**src/rtl/half_rate_sreg_pkg.sv**
```systemverilog
package half_rate_sreg_pkg;

    // Whose turn it is to shift; also selects the output tail.
    typedef enum logic {
        EVEN_TURN = 1'b0,
        ODD_TURN  = 1'b1
    } turn_e;

endpackage

```
**src/rtl/half_rate_sreg_phase.sv**
```systemverilog
module half_rate_sreg_phase
    import half_rate_sreg_pkg::*;
(
    input  logic  clk,
    input  logic  rst,
    output logic  en_even,
    output logic  en_odd,
    output turn_e turn
);

    turn_e state_q;
    turn_e state_d;

    always_comb begin
        state_d = state_q;
        unique case (state_q)
            EVEN_TURN: state_d = ODD_TURN;
            ODD_TURN:  state_d = EVEN_TURN;
        endcase
    end

    always_ff @(posedge clk) begin
        if (rst) state_q <= EVEN_TURN;
        else     state_q <= state_d;
    end

    always_comb begin
        en_even = 1'b0;
        en_odd  = 1'b0;
        unique case (state_q)
            EVEN_TURN: en_even = ~rst;
            ODD_TURN:  en_odd  = ~rst;
        endcase
        turn = state_q;
    end

    // reset lands in EVEN_TURN
    a_r2_reset_even: assert property (@(posedge clk)
        rst |=> (state_q == EVEN_TURN));

    // strict alternation outside reset
    a_r2_even_to_odd: assert property (@(posedge clk) disable iff (rst)
        (state_q == EVEN_TURN) |=> (state_q == ODD_TURN));

    a_r2_odd_to_even: assert property (@(posedge clk) disable iff (rst)
        (state_q == ODD_TURN) |=> (state_q == EVEN_TURN));

endmodule

```
**src/rtl/half_rate_sreg_chain.sv**
```systemverilog
module half_rate_sreg_chain #(
    parameter int DEPTH  = 3,
    parameter int DATA_W = 1
) (
    input  logic              clk,
    input  logic              rst,
    input  logic              en,
    input  logic [DATA_W-1:0] d_in,
    output logic [DATA_W-1:0] tail
);

    logic [DEPTH-1:0][DATA_W-1:0] stage_q;

    always_ff @(posedge clk) begin
        if (rst) begin
            stage_q <= '0;
        end else if (en) begin
            stage_q[0] <= d_in;
            for (int i = 1; i < DEPTH; i++) begin
                stage_q[i] <= stage_q[i-1];
            end
        end
    end

    assign tail = stage_q[DEPTH-1];

    // an idle chain holds every stage
    a_r3_hold_idle: assert property (@(posedge clk) disable iff (rst)
        !en |=> $stable(stage_q));

    // an enabled chain captures the input in its head
    a_r3_capture: assert property (@(posedge clk) disable iff (rst)
        en |=> (stage_q[0] == $past(d_in)));

    // reset empties the chain
    a_r5_chain_clear: assert property (@(posedge clk)
        rst |=> (stage_q == '0));

endmodule

```
**src/rtl/half_rate_sreg_merge.sv**
```systemverilog
module half_rate_sreg_merge
    import half_rate_sreg_pkg::*;
#(
    parameter int DATA_W = 1
) (
    input  turn_e             turn,
    input  logic [DATA_W-1:0] even_tail,
    input  logic [DATA_W-1:0] odd_tail,
    output logic [DATA_W-1:0] dout
);

    always_comb begin
        dout = even_tail;
        unique case (turn)
            EVEN_TURN: dout = even_tail;
            ODD_TURN:  dout = odd_tail;
        endcase
    end

endmodule

```
**src/rtl/half_rate_sreg.sv**
```systemverilog
module half_rate_sreg
    import half_rate_sreg_pkg::*;
#(
    parameter int STAGES_PER_CHAIN = 3,
    parameter int DATA_W           = 1
) (
    input  logic              clk,
    input  logic              rst,
    input  logic [DATA_W-1:0] din,
    output logic [DATA_W-1:0] dout
);

    // each chain needs at least one stage
    if (STAGES_PER_CHAIN < 1) begin : g_bad_depth
        $error("STAGES_PER_CHAIN must be at least 1");
    end

    logic              en_even;
    logic              en_odd;
    turn_e             turn;
    logic [DATA_W-1:0] even_tail;
    logic [DATA_W-1:0] odd_tail;

    half_rate_sreg_phase u_phase (
        .clk     (clk),
        .rst     (rst),
        .en_even (en_even),
        .en_odd  (en_odd),
        .turn    (turn)
    );

    half_rate_sreg_chain #(
        .DEPTH  (STAGES_PER_CHAIN),
        .DATA_W (DATA_W)
    ) u_even (
        .clk  (clk),
        .rst  (rst),
        .en   (en_even),
        .d_in (din),
        .tail (even_tail)
    );

    half_rate_sreg_chain #(
        .DEPTH  (STAGES_PER_CHAIN),
        .DATA_W (DATA_W)
    ) u_odd (
        .clk  (clk),
        .rst  (rst),
        .en   (en_odd),
        .d_in (din),
        .tail (odd_tail)
    );

    half_rate_sreg_merge #(
        .DATA_W (DATA_W)
    ) u_merge (
        .turn      (turn),
        .even_tail (even_tail),
        .odd_tail  (odd_tail),
        .dout      (dout)
    );

    // exactly one chain shifts per cycle
    a_r3_one_enable: assert property (@(posedge clk) disable iff (rst)
        $countones({en_even, en_odd}) == 1);

    // output is zero right after a reset edge
    a_r5_reset_zero: assert property (@(posedge clk)
        rst |=> (dout == '0));

endmodule

```
**config.mk**
```make
export PLATFORM = sky130hd
export DESIGN_NAME = half_rate_sreg
export DESIGN_NICKNAME = d
export VERILOG_FILES = /design/src/rtl/half_rate_sreg_pkg.sv /design/src/rtl/half_rate_sreg_phase.sv /design/src/rtl/half_rate_sreg_chain.sv /design/src/rtl/half_rate_sreg_merge.sv /design/src/rtl/half_rate_sreg.sv
export SDC_FILE = /design/constraint.sdc
export NUM_CORES = 1
export LEC_CHECK = 0
export ABC_AREA = 0
export BUFFER_PORTS_ARGS = -buffer_cell sky130_fd_sc_hd__buf_2
export CORE_AREA = 4 4 41 43
export DETAILED_ROUTE_END_ITERATION = 12
export DIE_AREA = 0 0 45 47
export PLACE_DENSITY = 0.4
export SKIP_CTS_REPAIR_TIMING = 1
export SYNTH_ARGS = -nofsm -noshare
export SYNTH_HDL_FRONTEND = slang
export SYNTH_SLANG_ARGS = --single-unit
```
**constraint.sdc**
```tcl
create_clock -name clk -period 0.9 [get_ports clk]
set_input_delay 0.135 -clock clk [delete_from_list [all_inputs] [get_ports clk]]
set_output_delay 0.135 -clock clk [all_outputs]
set_load 0.01 [all_outputs]
```
==> results of run 1 <==
layout by cell type, fill, tap and decap left out, drive strengths merged:
cell type,count
mux2,1
mux2i,6
clkbuf,4
buf,4
dfxtp,7
nor2,7
cells in the mapped netlist (all sizes together):
library cell | instances | area [µm²]
buf | 1 | 11.26
dfxtp | 7 | 140.1
mux2 | 1 | 15.01
mux2i | 6 | 60.06
nor2 | 7 | 26.28
final cells by class:
type                            count  area (µm²)  area share
Sequential cell                     7       141.4      0.4466
Multi-Input combinational cell     14       101.3      0.3202
Timing Repair Buffer                4       28.78     0.09091
Tap cell                           15       18.77     0.05929
Clock buffer                        4       26.28     0.08300
worst max-delay path: stages, from the launching register on:
cell and delay, ns:
dfxtp_2 0.33, mux2_4 0.30, buf_6 0.12
per-stage QoR:
| step | power [mW] | utilization | cell area, µm² | hold slack [ns] |
|---|---|---|---|---|
| finish | 0.6627 | 0.2433 | 316.6 | 0.1300 |
| global route | 0.7118 | 0.2433 | 316.6 | 0.1241 |
| CTS | 0.6777 | 0.2375 | 309.0 | 0.1241 |
| detailed placement | 0.3848 | 0.2173 | 282.8 | 0.3926 |
| global placement | 0.3842 | 0.2173 | 282.8 | 0.3912 |
| floorplan | 0.3736 | - | 252.7 | 0.2074 |
where the power goes:
part	leakage, nW	total (mW)	switching (mW)	internal, mW
Sequential	0.0575	0.332	0.00717	0.325
Clock	0.0150	0.283	0.114	0.169
Combinational	0.0642	0.0477	0.0217	0.0261
Total	0.137	0.663	0.142	0.520
final timing paths:
kind                                                        to
worst min register to register  u_even.stage_q[0]$_SDFFE_PP0P_
worst max register to register   u_odd.stage_q[1]$_SDFFE_PP0P_
worst max-delay path                                      dout
worst min-delay path                   u_phase.turn$_SDFF_PP0_
cells by family (layout without fill, tap and decap cells):
logic type             count (synthesis)  count (layout)  synth area share
buffers and inverters                  1               8           0.04455
DFF                                    7               7            0.5544
muxes                                  7               7            0.2970
and+or+nand+nor                        7               7            0.1040
flip-flops by register name, summed over array words and instances (netlist names):
signal          count
u_odd.stage_q       2
u_odd.tail          1
u_even.stage_q      2
u_even.tail         1
u_phase.turn        1
per-layer routing:
layer | up-vias | GRT usage | part of all wire
met5 | - | 0 | 0
met3 | 0 | 0.03831 | 0.089
met1 | 71 | 0.04119 | 0.45
met4 | 0 | 0.08772 | 0
met2 | 4 | 0.05932 | 0.46
li1 | 85 | - | -
==> reports/qor.yml, run 1 <==
cells_and_area:
  finalNonFillerCells: 44
  nNetsFinal: 33
  layout-drive-gt1-share: 0.3103
  n_antenna_cell: 0
  num-fill-cells: 156
  area_delta_synth_final_pct: 25.25
synthesis:
  ys_seq_elements: 7
  ys_warn_count: 0
  synth_area_um2: 252.7
  yosysUniqueCellTypes: 5
  netlist_instances: 22
  synth.avg_cell_area_um2: 11.49
  yosysSeqAreaShare: 0.5545
  postSynthNetCount: 25
floorplan:
  die_area_mm2: 0.002115
  die_h_um: 47
  die_x_um: 45
  fp-row-count: 13
  ioPinCount: 4
  core_area_mm2: 0.001301
  start_util: 0.1942
setup_path:
  worstRegToRegCells: 3
  crit_type: "reg -> out"
  startpoint: "u_phase.turn$_SDFF_PP0_"
  worstSetupStartpointType: "flip-flop"
  cp_max_fo: 2
  reg2reg_slack_ns: 0.05
  r2r_start: "u_phase.turn$_SDFF_PP0_"
  critPathRequiredTime_ns: 0.76
  worstPathArrival_ns: 0.99
  crit_path_end_kind: "output pin"
global_route:
  grt_pass1_vias: 162
  grt_max_degree: 8
  antenna_found_initial: 0
  grt_pass1_wl_um: 634
  track_usage: 0.05067
  gr-total-overflow: 0
hold_path:
  hold_path_depth: 2
  worstHoldStart: "rst"
  hp-class: "in -> reg"
route:
  vias: 160
  via_per_inst: 3.636
  drt_iter0_markers: 0
  wirelength_um: 360
  drc_errors: 0
  wl_per_cell_um: 8.182
  firstDrtPassIters: 1
  detail-route-antenna-nets: 0
sta:
  clock_skew_ns: 0.001253
  setup_viol: 1
  min_period_ns: 1.126
  worst_slew_pin_slew_ns: 0.1206
  hold_viol_final: 0
  slew_headroom: 0.9173
  fin_crit_sh: 1.251
  fin_tns_setup_ns: -0.2260
  rsz0062_at_grt: "true"
  setup_slack_ns: -0.2260
  drv_slew: 0
  fmax_mhz: 888.1
run:
  maxCapViolations: 0
pwr:
  power.leakage_nw: 0.1367
  ir_drop_uv: 563.6
  pwr_density_cell_mw_per_mm2: 2093
placed_design:
  dp.cells: 40
  portBuffers: 3
  dp_slack_ns: 0.006118
  gp_congestion: 0.6207
cts:
  insertion_delay_ns: 0.25
  cts_tree: "done"
  cts_buffer_depth: 2
  cts.sinks: 7
  path_clk_slew_ns: 0.05
  h-tree-depth: 1
  cts_root_buffer: "clkbuf_4"
  numCtsBuffers: 3
outcome:
  violations: "setup timing"
  status: "complete, but fails checks"
No activity file was read; power rests on OpenSTA's default activity.
==> inputs of run 2 (changes only) <==
Settings changed: CAP_MARGIN set to 30, PLACE_DENSITY 0.4 to unset, PLACE_DENSITY_LB_ADDON set to 0.15.
==> run 2 against run 1 <==
  * Final area unchanged
  * Power increased by 1.0%
  * Largest power group unchanged
  * Count of clock-buffer cells in the layout unchanged
  * Sequential power about the same
  * Non-clock buffer count unchanged
  * The run still ends with setup timing left
==> reports/qor.yml, run 2 (synthesized netlist as in run 1, its figures left out) <==
sta:
  drv_slew: 0  # unchanged
  fin_crit_sh: 1.261  # was 1.251
  fmax_mhz: 880.8  # was 888.1 MHz
  clock_skew_ns: 0.004342  # was 0.001253 ns
  min_period_ns: 1.135  # was 1.126 ns
  hold_viol_final: 0  # unchanged
  worst_slew_pin_slew_ns: 0.1349  # was 0.1206 ns
  rsz0062_at_grt: "true"  # unchanged
  setup_slack_ns: -0.2353  # was -0.2260 ns
  fin_tns_setup_ns: -0.2353  # was -0.2260 ns
  slew_headroom: 0.9075  # was 0.9173
  hold-worst-slack_ns: 0.1340  # was 0.1300 ns
  setup_viol: 1  # unchanged
global_route:
  grt_pass1_wl_um: 669  # was 634 µm
  track_usage: 0.05142  # was 0.05067
  gr-total-overflow: 0  # unchanged
  antenna_found_initial: 0  # unchanged
  grt_max_degree: 8  # unchanged
  grt_pass1_vias: 175  # was 162
route:
  vias: 169  # was 160
  wl_per_cell_um: 9.659  # was 8.182 µm
  firstDrtPassIters: 2  # was 1
  detail-route-antenna-nets: 0  # unchanged
  drc_errors: 0  # unchanged
  drt_iter0_markers: 1  # was 0
  via_per_inst: 3.841  # was 3.636
  wirelength_um: 425  # was 360 µm
hold_path:
  worstHoldStart: "rst"  # unchanged
  hp-class: "in -> reg"  # unchanged
placed_design:
  portBuffers: 3  # unchanged
  gp_congestion: 0.6108  # was 0.6207
  placed_area_um2: 282.8  # unchanged
  dp.cells: 40  # unchanged
  dp_slack_ns: 0.003712  # was 0.006118 ns
cts:
  cts_tree: "done"  # unchanged
  h-tree-depth: 1  # unchanged
  insertion_delay_ns: 0.25  # about the same
  path_clk_slew_ns: 0.05  # about the same
  cts_root_buffer: "clkbuf_4"  # unchanged
  cts.sinks: 7  # unchanged
  numCtsBuffers: 3  # unchanged
  cts_buffer_depth: 2  # unchanged
floorplan:
  fp-row-count: 13  # unchanged
  ioPinCount: 4  # unchanged
  die_h_um: 47  # unchanged
  die_x_um: 45  # unchanged
  core_area_mm2: 0.001301  # unchanged
  die_area_mm2: 0.002115  # unchanged
  start_util: 0.1942  # unchanged
pwr:
  sequentialPowerShare: 0.497  # was 0.501
  ir_drop_uv: 602.4  # was 563.6 µV
  switchingPower_mw: 0.1489  # was 0.1425 mW
  switching_share: 0.2224  # was 0.2150
  pwr-share-clk: 0.429  # was 0.427
  intPower_mw: 0.5204  # was 0.5202 mW
  p_comb_frac: 0.074  # was 0.072
  pwr_density_cell_mw_per_mm2: 2114  # was 2093 mW/mm²
  power.leakage_nw: 0.1367  # unchanged
  finalPower_mw: 0.6693  # was 0.6627 mW
setup_path:
  reg2reg_slack_ns: 0.03  # was 0.05 ns
  r2r_start: "u_phase.turn$_SDFF_PP0_"  # unchanged
  crit_path_end_kind: "output pin"  # unchanged
  critPathRequiredTime_ns: 0.76  # about the same
  startpoint: "u_phase.turn$_SDFF_PP0_"  # unchanged
  crit_type: "reg -> out"  # unchanged
  cp_max_fo: 2  # unchanged
  worstPathArrival_ns: 1.00  # was 0.99 ns
  worstSetupStartpointType: "flip-flop"  # unchanged
cells_and_area:
  final_area_um2: 316.6  # unchanged
  n_antenna_cell: 0  # unchanged
  final_cell_mix: "nor2_1 (7), mux2i_1 (6), dfxtp_1 (6), clkbuf_4 (3), buf_2 (2)"  # unchanged
  final_common_cell: "nor2_1"  # unchanged
  nNetsFinal: 33  # unchanged
  final_util: 0.2433  # unchanged
  layout-drive-gt1-share: 0.3103  # unchanged
  top_regs: "u_even.stage_q: 2 flops, u_odd.stage_q: 2 flops"  # unchanged
  finalNonFillerCells: 44  # unchanged
  area_delta_synth_final_pct: 25.25  # unchanged
outcome:
  status: "complete, but fails checks"  # unchanged
  violations: "setup timing"  # unchanged
run:
  maxCapViolations: 0  # unchanged
run 2: cell counts in the layout (fill, tap and decap cells not counted):
Identical to the previous run, type by type.
run 2: cell type report:
cell class	instances	area (µm²)
Multi-Input combinational cell	14	101.3
Clock buffer	4	26.28
Timing Repair Buffer	4	28.78
Sequential cell	7	141.4
Fill cell	152	984.7
Tap cell	15	18.77
run 2: worst paths after layout:
path | to | cells past startpoint
min reg2reg | u_even.stage_q[1]$_SDFFE_PP0P_ | 2
min | u_phase.turn$_SDFF_PP0_ | 2
max | dout | 2
max reg2reg | u_even.stage_q[0]$_SDFFE_PP0P_ | 3
run 2: worst max-delay path, cell delays in order (launching register included):
cell and delay, ns:
dfxtp_2 0.33, mux2_4 0.30, buf_6 0.12
run 2: power groups by stage:
| stage | registers [mW] | logic, mW | clock network, mW |
|---|---|---|---|
| 3_5_place_dp | 0.338 | 0.0487 | 0 |
| 6_report | 0.333 | 0.0493 | 0.287 |
| 4_1_cts | 0.332 | 0.0490 | 0.298 |
| 5_1_grt | 0.335 | 0.0532 | 0.319 |
| 2_1_floorplan | 0.336 | 0.0379 | 0 |
| 3_3_place_gp | 0.338 | 0.0469 | 0 |
run 2: per-layer routing:
metal / share of wire / track usage / wire (µm) / up-vias
met3: 0.049 / 0.02299 / 21 / 0
met1: 0.41 / 0.04566 / 176 / 80
met5: 0 / 0 / 0 / -
met4: 0 / 0.08772 / 0 / 0
li1: - / - / - / 85
met2: 0.53 / 0.06780 / 227 / 4
==> inputs of run 3 (changes only) <==
Settings changed: SKIP_CTS_REPAIR_TIMING 1 to unset.
==> run 3 against run 2 <==
  * The flow still finishes with violations (setup timing)
  * Cell count did not move
  * Non-clock buffer count did not move
  * Critical path depth did not move
  * Critical path type unchanged
  * Largest power group unchanged
  * Wire length fell by 1.9%
  * Power fell by 0.26%
  * Sequential share of layout area did not move
==> reports/qor.yml, run 3 (synthesized netlist as in run 1, its figures left out) <==
outcome:
  status: "complete, but fails checks"  # unchanged
  violations: "setup timing"  # unchanged
cells_and_area:
  nNetsFinal: 33  # unchanged
  final_area_um2: 316.6  # unchanged
  area_delta_synth_final_pct: 25.25  # unchanged
  n_antenna_cell: 0  # unchanged
  final_util: 0.2433  # unchanged
  top_regs: "u_even.stage_q: 2 flops, u_odd.stage_q: 2 flops"  # unchanged
  num-fill-cells: 149  # was 152
  layout-drive-gt1-share: 0.3103  # unchanged
  final_cell_mix: "nor2_1 (7), mux2i_1 (6), dfxtp_1 (6), clkbuf_4 (3), buf_2 (2)"  # unchanged
  final_common_cell: "nor2_1"  # unchanged
  finalNonFillerCells: 44  # unchanged
sta:
  clock_skew_ns: 0.002907  # was 0.004342 ns
  fin_crit_sh: 1.257  # was 1.261
  drv_slew: 0  # unchanged
  slew_headroom: 0.9077  # was 0.9075
  hold-worst-slack_ns: 0.1313  # was 0.1340 ns
  min_period_ns: 1.131  # was 1.135 ns
  worst_slew_pin_slew_ns: 0.1346  # was 0.1349 ns
  rsz0062_at_grt: "true"  # unchanged
  fmax_mhz: 884.2  # was 880.8 MHz
  hold_viol_final: 0  # unchanged
  setup_viol: 1  # unchanged
  setup_slack_ns: -0.2310  # was -0.2353 ns
setup_path:
  startpoint: "u_phase.turn$_SDFF_PP0_"  # unchanged
  worstPathArrival_ns: 1.00  # about the same
  r2r_start: "u_phase.turn$_SDFF_PP0_"  # unchanged
  critPathRequiredTime_ns: 0.76  # about the same
  cp_top_family: "flip-flops"  # unchanged
  cp_max_fo: 2  # unchanged
  crit_path_max_incr_delay_ns: 0.33  # about the same
  critPathBufInv: 1  # unchanged
  cp_slowest_cell: "dfxtp_2"  # unchanged
  worstSetupStartpointType: "flip-flop"  # unchanged
  crit_chain: "mux2_4 > buf_6"  # unchanged
  crit_type: "reg -> out"  # unchanged
  crit_path_end_kind: "output pin"  # unchanged
floorplan:
  die_x_um: 45  # unchanged
  die_h_um: 47  # unchanged
  fp-row-count: 13  # unchanged
  die_area_mm2: 0.002115  # unchanged
  ioPinCount: 4  # unchanged
  start_util: 0.1942  # unchanged
  core_area_mm2: 0.001301  # unchanged
route:
  wl_per_cell_um: 9.477  # was 9.659 µm
  wirelength_um: 417  # was 425 µm
  vias: 164  # was 169
  detail-route-antenna-nets: 0  # unchanged
  via_per_inst: 3.727  # was 3.841
  firstDrtPassIters: 3  # was 2
  drc_errors: 0  # unchanged
  drt_iter0_markers: 2  # was 1
cts:
  path_clk_slew_ns: 0.05  # about the same
  numCtsBuffers: 3  # unchanged
  cts.sinks: 7  # unchanged
  cts_tree: "done"  # unchanged
  h-tree-depth: 1  # unchanged
  cts_buffer_depth: 2  # unchanged
  cts_root_buffer: "clkbuf_4"  # unchanged
  insertion_delay_ns: 0.25  # about the same
placed_design:
  dp_slack_ns: 0.003712  # unchanged
  dp.cells: 40  # unchanged
  gp_congestion: 0.6108  # unchanged
  portBuffers: 3  # unchanged
  placed_area_um2: 282.8  # unchanged
pwr:
  ir_drop_uv: 597.9  # was 602.4 µV
  pwr_density_cell_mw_per_mm2: 2109  # was 2114 mW/mm²
  power.leakage_nw: 0.1367  # unchanged
global_route:
  antenna_found_initial: 0  # unchanged
  track_usage: 0.05142  # unchanged
  grt_pass1_vias: 175  # unchanged
  grt_max_degree: 8  # unchanged
  gr-total-overflow: 0  # unchanged
  grt_pass1_wl_um: 669  # unchanged
run:
  maxCapViolations: 0  # unchanged
hold_path:
  hp-class: "in -> reg"  # unchanged
  worstHoldStart: "rst"  # unchanged
-- run 3: worst paths after layout --
| kind | to | slack (ns) | cells after the start |
|---|---|---|---|
| hold / removal | u_phase.turn$_SDFF_PP0_ | 0.13 | 2 |
| hold reg to reg | u_odd.tail$_SDFFE_PP0P_ | 0.50 | 2 |
| setup reg to reg | u_even.stage_q[0]$_SDFFE_PP0P_ | 0.03 | 3 |
| setup / recovery | dout | -0.23 | 2 |
-- run 3: report_power, final --
group | internal, mW | switching (mW) | total [mW]
registers | 0.325 | 0.00777 | 0.333
logic | 0.0261 | 0.0233 | 0.0494
clock network | 0.169 | 0.116 | 0.285
-- run 3: what timing repair did --
action,4_1_cts,5_1_grt
resized for setup,2,0
gates cloned,0,0
hold buffers,0,0
buffers inserted,0,1
setup endpoints to repair,1,5
-- run 3: metal layers --
layer | global-route usage | routed length, µm
met1 | 0.04566 | 186
met4 | 0.08772 | 0
met2 | 0.06780 | 210
met5 | 0 | 0
met3 | 0.02299 | 21
-- run 3: area by class of cell --
type,instances,area (µm²),area share
Clock buffer,4,26.28,0.08300
Multi-Input combinational cell,14,101.3,0.3202
Sequential cell,7,141.4,0.4466
Tap cell,15,18.77,0.05929
Timing Repair Buffer,4,28.78,0.09091
-- run 3: stage by stage --
step / total power [mW] / setup TNS [ns]
after floorplan: 0.3736 / 0
after global routing: 0.7030 / -0.3325
after detailed placement: 0.3871 / 0
final: 0.6676 / -0.2310
after global placement: 0.3846 / 0
after CTS: 0.6813 / -0.2438
